==> src/rtl/envgen_pkg.sv <==
package envgen_pkg;

    localparam int LVL_W  = 11;
    localparam int RATE_W = 5;
    localparam int CNT_W  = 16;
    localparam int VAL_W  = 7;

    typedef logic [LVL_W-1:0]  level_t;
    typedef logic [RATE_W-1:0] rate_t;
    typedef logic [CNT_W-1:0]  count_t;

    localparam level_t LVL_MAX   = '1;
    localparam level_t ATK_DONE  = 11'h7E0;
    localparam level_t BENT_KNEE = 11'h600;
    localparam rate_t  RATE_FAST = '1;

    typedef enum logic [1:0] {
        PH_ATTACK  = 2'd0,
        PH_DECAY   = 2'd1,
        PH_SUSTAIN = 2'd2,
        PH_RELEASE = 2'd3
    } phase_e;

    typedef enum logic [2:0] {
        SK_HOLD, SK_SET, SK_LIN_UP, SK_LIN_DN,
        SK_BENT_UP, SK_EXP_DN, SK_REL_DN, SK_FULL
    } step_e;

    typedef struct packed {
        step_e  kind;
        rate_t  rate;
        level_t set_val;
    } step_req_t;

    // Number of ticks between updates for a nonzero rate.
    function automatic count_t rate_period(rate_t r);
        return count_t'(1) << ((RATE_FAST - r) >> 1);
    endfunction

    function automatic level_t exp_dec(level_t l);
        level_t dec;
        dec = ((l - level_t'(1)) >> 8) + level_t'(1);
        return (l == '0) ? '0 : l - dec;
    endfunction

endpackage

==> src/rtl/env_rate_timer.sv <==
module env_rate_timer
    import envgen_pkg::*;
(
    input  logic  clk,
    input  logic  rst,
    input  logic  restart,
    input  logic  tick,
    input  rate_t rate,
    output logic  fire
);
    count_t cnt;
    count_t per_m1;

    assign per_m1 = rate_period(rate) - count_t'(1);
    assign fire   = tick && (rate != '0) && (cnt >= per_m1);

    always_ff @(posedge clk) begin
        if (rst || restart) begin
            cnt <= '0;
        end else if (tick && rate != '0) begin
            cnt <= (cnt >= per_m1) ? '0 : cnt + count_t'(1);
        end
    end
endmodule

==> src/rtl/env_step_calc.sv <==
module env_step_calc
    import envgen_pkg::*;
(
    input  step_req_t req,
    input  level_t    cur,
    output level_t    nxt
);
    localparam int WIDE = LVL_W + 1;
    logic [WIDE-1:0] up_sum;
    logic [WIDE-1:0] up_amt;

    always_comb begin
        up_amt = (req.kind == SK_BENT_UP && cur >= BENT_KNEE) ? WIDE'(8) : WIDE'(32);
        up_sum = {1'b0, cur} + up_amt;
        case (req.kind)
            SK_SET:     nxt = req.set_val;
            SK_FULL:    nxt = LVL_MAX;
            SK_LIN_UP,
            SK_BENT_UP: nxt = (up_sum > {1'b0, LVL_MAX}) ? LVL_MAX : up_sum[LVL_W-1:0];
            SK_LIN_DN:  nxt = (cur < level_t'(32)) ? '0 : cur - level_t'(32);
            SK_REL_DN:  nxt = (cur < level_t'(8))  ? '0 : cur - level_t'(8);
            SK_EXP_DN:  nxt = exp_dec(cur);
            default:    nxt = cur;
        endcase
    end
endmodule

==> src/rtl/env_gen.sv <==
module env_gen
    import envgen_pkg::*;
(
    input  logic        clk,
    input  logic        rst,
    input  logic        tick,
    input  logic        key_on,
    input  logic        key_off,
    input  logic [7:0]  adsr_cfg0,
    input  logic [7:0]  adsr_cfg1,
    input  logic [7:0]  gain_cfg,
    output logic [10:0] env_level,
    output logic [6:0]  env_value,
    output logic [1:0]  env_phase
);
    phase_e    phase, phase_nxt;
    level_t    level, level_nxt, stepped, after;
    step_req_t req;
    logic      fire, apply, restart, phase_mode;
    logic [2:0] sus_band;

    assign phase_mode = adsr_cfg0[7];
    assign sus_band   = adsr_cfg1[7:5];

    // Select step kind and rate from phase and control bytes.
    always_comb begin
        req = '{kind: SK_HOLD, rate: '0, set_val: '0};
        if (phase == PH_RELEASE) begin
            req.kind = SK_REL_DN;
            req.rate = RATE_FAST;
        end else if (!phase_mode) begin
            req.rate = gain_cfg[4:0];
            if (!gain_cfg[7]) begin
                req.kind    = SK_SET;
                req.rate    = RATE_FAST;
                req.set_val = {gain_cfg[6:0], 4'b0000};
            end else begin
                case (gain_cfg[6:5])
                    2'b00:   req.kind = SK_LIN_DN;
                    2'b01:   req.kind = SK_EXP_DN;
                    2'b10:   req.kind = SK_LIN_UP;
                    default: req.kind = SK_BENT_UP;
                endcase
            end
        end else begin
            case (phase)
                PH_ATTACK: begin
                    req.kind = (adsr_cfg0[3:0] == 4'hF) ? SK_FULL : SK_LIN_UP;
                    req.rate = {adsr_cfg0[3:0], 1'b1};
                end
                PH_DECAY: begin
                    req.kind = SK_EXP_DN;
                    req.rate = {1'b1, adsr_cfg0[6:4], 1'b0};
                end
                default: begin
                    req.kind = SK_EXP_DN;
                    req.rate = adsr_cfg1[4:0];
                end
            endcase
        end
    end

    env_rate_timer u_timer (
        .clk(clk), .rst(rst), .restart(restart),
        .tick(tick), .rate(req.rate), .fire(fire)
    );

    env_step_calc u_step (.req(req), .cur(level), .nxt(stepped));

    assign apply = (req.kind == SK_SET) ? tick : fire;
    assign after = apply ? stepped : level;

    always_comb begin
        phase_nxt = phase;
        if (key_on)
            phase_nxt = PH_ATTACK;
        else if (key_off)
            phase_nxt = PH_RELEASE;
        else if (apply && phase_mode && phase == PH_ATTACK && after >= ATK_DONE)
            phase_nxt = PH_DECAY;
        else if (apply && phase_mode && phase == PH_DECAY && after[LVL_W-1:8] == sus_band)
            phase_nxt = PH_SUSTAIN;
        level_nxt = key_on ? '0 : after;
    end

    assign restart = key_on || (phase_nxt != phase);

    always_ff @(posedge clk) begin
        if (rst) begin
            phase <= PH_RELEASE;
            level <= '0;
        end else begin
            phase <= phase_nxt;
            level <= level_nxt;
        end
    end

    assign env_level = level;
    assign env_value = level[LVL_W-1 -: VAL_W];
    assign env_phase = phase;
endmodule

==> config.mk <==
export PLATFORM = sky130hd
export DESIGN_NAME = env_gen
export DESIGN_NICKNAME = d
export VERILOG_FILES = /design/src/rtl/envgen_pkg.sv /design/src/rtl/env_rate_timer.sv /design/src/rtl/env_step_calc.sv /design/src/rtl/env_gen.sv
export SDC_FILE = /design/constraint.sdc
export NUM_CORES = 1
export LEC_CHECK = 0
export ABC_AREA = 1
export CORE_MARGIN = 1
export CORE_UTILIZATION = 40
export CTS_CLUSTER_DIAMETER = 30
export DETAILED_ROUTE_END_ITERATION = 8
export DONT_BUFFER_PORTS = 1
export GPL_ROUTABILITY_DRIVEN = 0
export GPL_TIMING_DRIVEN = 0
export MAX_ROUTING_LAYER = met4
export PLACE_DENSITY_LB_ADDON = 0.08
export REMOVE_ABC_BUFFERS = 1
export SETUP_SLACK_MARGIN = 0.1
export SLEW_MARGIN = 0
export SYNTH_ARGS = -nofsm -noshare
export SYNTH_HDL_FRONTEND = slang
export SYNTH_SLANG_ARGS = --single-unit
==> constraint.sdc <==
create_clock -name clk -period 5.4 [get_ports clk]
set_input_delay 0.27 -clock clk [delete_from_list [all_inputs] [get_ports clk]]
set_output_delay 0.27 -clock clk [all_outputs]
set_load 0.02 [all_outputs]
* Word-level counts from Yosys, hierarchy flattened
Index checks and enable logic that the tools add are counted.
** Cells by class
- Reduce and logical (&&, ||, !) cells :: 16
- Shifts and indexed selects :: 1
- Multiplexer cells :: 22
- Add/sub/neg operators :: 9
- Order comparisons :: 6
- Eq/ne operators :: 14
** Operator list (count)
- $mux W11 :: 7
- $pmux W11 S6 :: 1
- $mux W16 :: 2
- $ge A11 B11 Y1 const B :: 2
- $add A16 B1 Y16 const B :: 1
- $ge A16 B16 Y1 :: 1
- $mux W8 :: 2
- $pmux W8 S2 :: 1
- $shl A1 B4 Y16 const A :: 1
- $sub A16 B1 Y16 const B :: 1
- $add A11 B12 Y12 :: 1
- $eq A3 B3 Y1 const B :: 4
- $gt A12 B11 Y1 const B :: 1
- $logic_not A11 Y1 :: 1
- $lt A11 B4 Y1 const B :: 1
- $lt A11 B6 Y1 const B :: 1
- $sub A11 B1 Y11 const B :: 1
- $sub A11 B11 Y11 :: 1
- $sub A11 B4 Y11 const B :: 1
- $sub A11 B6 Y11 const B :: 1
- $pmux W3 S3 :: 1
- $logic_and A1 B1 Y1 :: 8
- $mux W2 :: 4
- $eq A3 B2 Y1 const B :: 2
- 15 further kinds :: 21
** Storage, ports and cells
- Register bits after elaboration :: 29
- Input port bits :: 29

* Logic depth before layout (Yosys ltp)
- Word-level depth :: 22
- Depth in mapped cells :: 38
- Gate-level depth less buffers :: 35

* Modules after synthesis
Synthesis repeated with hierarchy kept, for this count alone.
** Unflattened totals
- Cell total of the unflattened synthesis :: 678
- Area total of the unflattened synthesis :: 4057.6 µm²
** Modules (own cells, without submodules)
- env_rate_timer :: area each 1519.0 µm², instances 1, sequential area each 320.3 µm², cells each 217
- env_step_calc :: area each 1426.4 µm², instances 1, sequential area each 0.0 µm², cells each 274
- env_gen :: area each 1112.3 µm², instances 1, sequential area each 260.2 µm², cells each 187

* Worst setup path after synthesis
Ideal clock, no wire load.
- Path type :: register to register
- Start :: reg phase[1] (netlist: env_phase[1])
- End :: reg u_timer.cnt[10]
- Period minus slack after synthesis :: 4516 ps
- Required time :: 5284 ps
- Setup time :: 116 ps
- Stages on the path, launching flop included :: 36
- Data arrival time :: 4400 ps
- Path slack :: 884 ps
- Path through :: dfxtp_1 > buf_6 > inv_4 > nor2_1 > nor2_1 > o21ai_1 > nand2_2 > inv_1 > clkbuf_1 > nor2_1 > nand2_1 > ha_1 > inv_1 > nor2_1 > inv_1 > nor2_1 > o21ai_0 > xor2_1 > ha_1 > nand2_1 > nor3_1 > nand3_1 > nand3_1 > nand3_2 > nand2_4 > buf_6 > nand3_1 > nor2_1 > nand2_1 > nor2_1 > nor2_1 > nor2_1 > nor2_2 > nand3_4 > buf_6 > nor2_2
** Between the ends
- Word-level cells in the longest chain between the ends :: 21
- Elaborated cells on any way between the ends :: 45
- Those cells by class :: add/sub: 3; order compare: 3; eq/ne: 11; shift: 1; mux: 14; reduce/logical: 13
** Ends and longest elaborated chain
- start, declared :: RTL line env_gen.sv:16 : phase_e phase, phase_nxt;
- start signal, assigned :: RTL line env_gen.sv:93 : phase <= phase_nxt;
- parallel branches: the longest is 21 deep, another holds $sub A16 B1 Y16
- end signal, assigned :: RTL line env_rate_timer.sv:21 : cnt <= (cnt >= per_m1) ? '0 : cnt + count_t'(1);
- end, declared :: RTL line env_rate_timer.sv:11 : count_t cnt;
Parallel ways; which one is timed is not known.
A chain may end at the register's enable or synchronous reset.

* Worst setup path after layout
- Start :: reg phase[1] (netlist: env_phase[1])
- End :: reg u_timer.cnt[1]
The elaborated chain is that of the path after synthesis.

==> results.tsv <==
metric	value	unit
status	completed	
crit_top_cell	nand2_1	
final_nets	695	
fmax	0.2041	GHz
antenna_found_initial	0	
max_cap_violations	0	
rsz0062_at_grt	no	
syn_area	3902	um^2
clkLatencyLatePin	0.29	ns
internal_power	462.4	uW
drt-total-wl	11.67	mm
crit_path_start_kind	flip-flop	
max-vdd-ir-drop	0.09365	mV
crit_fanout	18	
routedWlPerCell	15.22	um
finalSetupViolCount	0	
synth_edf_count	0	
cp-end-kind	flip-flop	
syn2layout_area_growth	7.310	%
core-area	9328	um^2
grt_overflow	0	
cts_hold_buf	0	
hpwl	8.980	mm
period_needed	4.900	ns
p_seq_share	30.0	%
dr.first_iter.drc_count	152	
drcViolationCount	0	
num_io_pins	49	
critical_path_required	5.58	ns
post_layout_nonfiller_instances	767	
grt_first_pass_wirelength	18.75	mm
die-height	100.8	um
p_leak	0.001958	uW
port_buffers	0	
die_area	10160	um^2
initial_utilization	41.84	%
relSlewSlack	39.78	%
drive_gt1_share	14.58	%
vias	4010	
tightest_slew	0.9011	ns
first_global_vias	3789	
crit_type	reg -> reg	
hold_path_class	in -> reg	
cts_tree	done	
final_common_cell	nand2_1	
cts.sinks	29	
hold_depth	2	
vias_per_cell	5.228	
switchingPower	296.4	uW
fillers	1029	
die_w	100.8	um
htreeDepth	2	
cts_buffers	5	
setup_ws	0.5001	ns
drtPass1Iterations	5	
layout_common_cells	152 x nand2_1, 77 x nor2_1, 70 x inv_1	
async_flop_share	0	%
clkTransAtPathRegs	0.08	ns
synth_ff_type	dfxtp_1	
diodes	0	
combPwrFrac	36.8	%
p_clk_share	33.2	%
antenna_left	0	
placed_cells	748	
skew	0.01038	ns
clk_path_buf_depth	2	
synth.distinct_cells	43	
hold_violations	0	
synth-seq-cells	29	
cp.arrival	5.08	ns
grt_start_max_net_pins	31	
switching_share	39.06	%
power_density	181.2	nW/um^2
yosysWarnings	0	
min_period_over_period	90.74	%
slowest_delay	0.42	ns
cp_slowest_cell	dfxtp_4	
grtUsageTotal	24.39	%
root_buffer	clkbuf_8	
r2r_cells	32	
rows	35	
place_ws	-0.6653	ns
avgSynthCellArea	6.088	um^2
synth_seq_area_share	14.88	%
syn_inst	641	
slew_viol_final	0	
final cells by class:
class	count	area, um^2	share of cell area (%)
timing repair buffer	10	75.07	1.793
tap	129	161.4	3.854
sequential	29	590.6	14.10
multi-input combinational	511	2934	70.06
inverter	80	306.5	7.320
clock buffer	6	82.58	1.972
clock inverter	2	37.54	0.8963
routing by layer:
| layer | GRT usage [%] | share of wire, % | vias to the layer above |
|---|---|---|---|
| li1 | - | - | 2081 |
| met1 | 28.77 | 43 | 1822 |
| met2 | 43.62 | 50 | 95 |
| met3 | 4.161 | 4.9 | 12 |
| met4 | 4.682 | 1.4 | 0 |
| met5 | - | 0 | - |
through the flow:
stage / TNS [ns] / hold slack, ns / util [%] / instance area [um^2] / total power (uW)
2_1_floorplan: 0 / 0.3736 / - / 3745 / 435.6
5_1_grt: 0 / 0.09078 / 44.90 / 4188 / 814.2
3_5_place_dp: -10.81 / 0.3883 / 41.88 / 3906 / 494.8
4_1_cts: 0 / 0.08613 / 43.66 / 4073 / 756.7
6_report: 0 / 0.09514 / 44.90 / 4188 / 758.8
3_3_place_gp: -9.597 / 0.3851 / 41.88 / 3906 / 490.7
critical path: cells and delay by family (launching register included):
family | cells | cell delay [ns]
AO/OA/AOI/OAI | 2 | 0.36
XOR/XNOR | 1 | 0.16
AND/OR/NAND/NOR | 22 | 2.79
buffers and inverters | 5 | 0.56
adder cells (fa/ha/maj) | 2 | 0.47
flip-flops | 1 | 0.42
repair_timing:
item	CTS	global route
resized for setup	9	9
setup buffers	0	10
pin swaps	1	2
cloned	1	0
setup endpoints to repair	19	17
synthesized netlist by cell type (7+ instances only):
cell     number  area share (%)
inv_2         8            0.77
a21oi_1      38             4.9
nand2_2      12             1.9
buf_4         7             1.3
xor2_1       25             5.6
nand2_1     152              15
dfxtp_1      29              15
inv_1        71             6.8
o21ai_0      18             2.3
ha_1         28             9.0
nand3_1      52             6.7
nor3_1       24             3.1
nor2_2       18             2.9
nand4_1      12             1.9
nor2_1       78             7.5
worst paths after layout:
kind | endpoint | slack (ns) | start
worst max-delay path | u_timer.cnt[1] | 0.50 | env_phase[1]
worst min-delay path | env_phase[1] | 0.1 | rst
worst max register to register | u_timer.cnt[1] | 0.50 | env_phase[1]
worst min register to register | u_timer.cnt[15] | 0.58 | u_timer.cnt[15]
kinds of logic (layout without fill, tap and decap cells):
logic type / count (synthesis) / in the layout / synth area share (%)
other: 1 / 1 / 0.09609
adder cells (fa/ha/maj): 29 / 29 / 9.490
buffers and inverters: 102 / 98 / 11.80
AND/OR/NAND/NOR: 375 / 376 / 45.98
flip-flops: 29 / 29 / 14.88
AO/OA/AOI/OAI: 74 / 74 / 10.80
XOR/XNOR: 31 / 31 / 6.957
sequential cells by signal, summed over array words and instances (netlist names):
signal / flops
env_level: 11
u_timer.cnt: 16
env_phase: 2
power by group through the flow:
stage / registers, uW / logic, uW / clock network [uW]
2_1_floorplan: 230 / 205 / 0
3_3_place_gp: 232 / 258 / 0
3_5_place_dp: 233 / 262 / 0
4_1_cts: 227 / 268 / 261
5_1_grt: 228 / 315 / 271
6_report: 227 / 279 / 252
(Power assumes the default switching activity.)
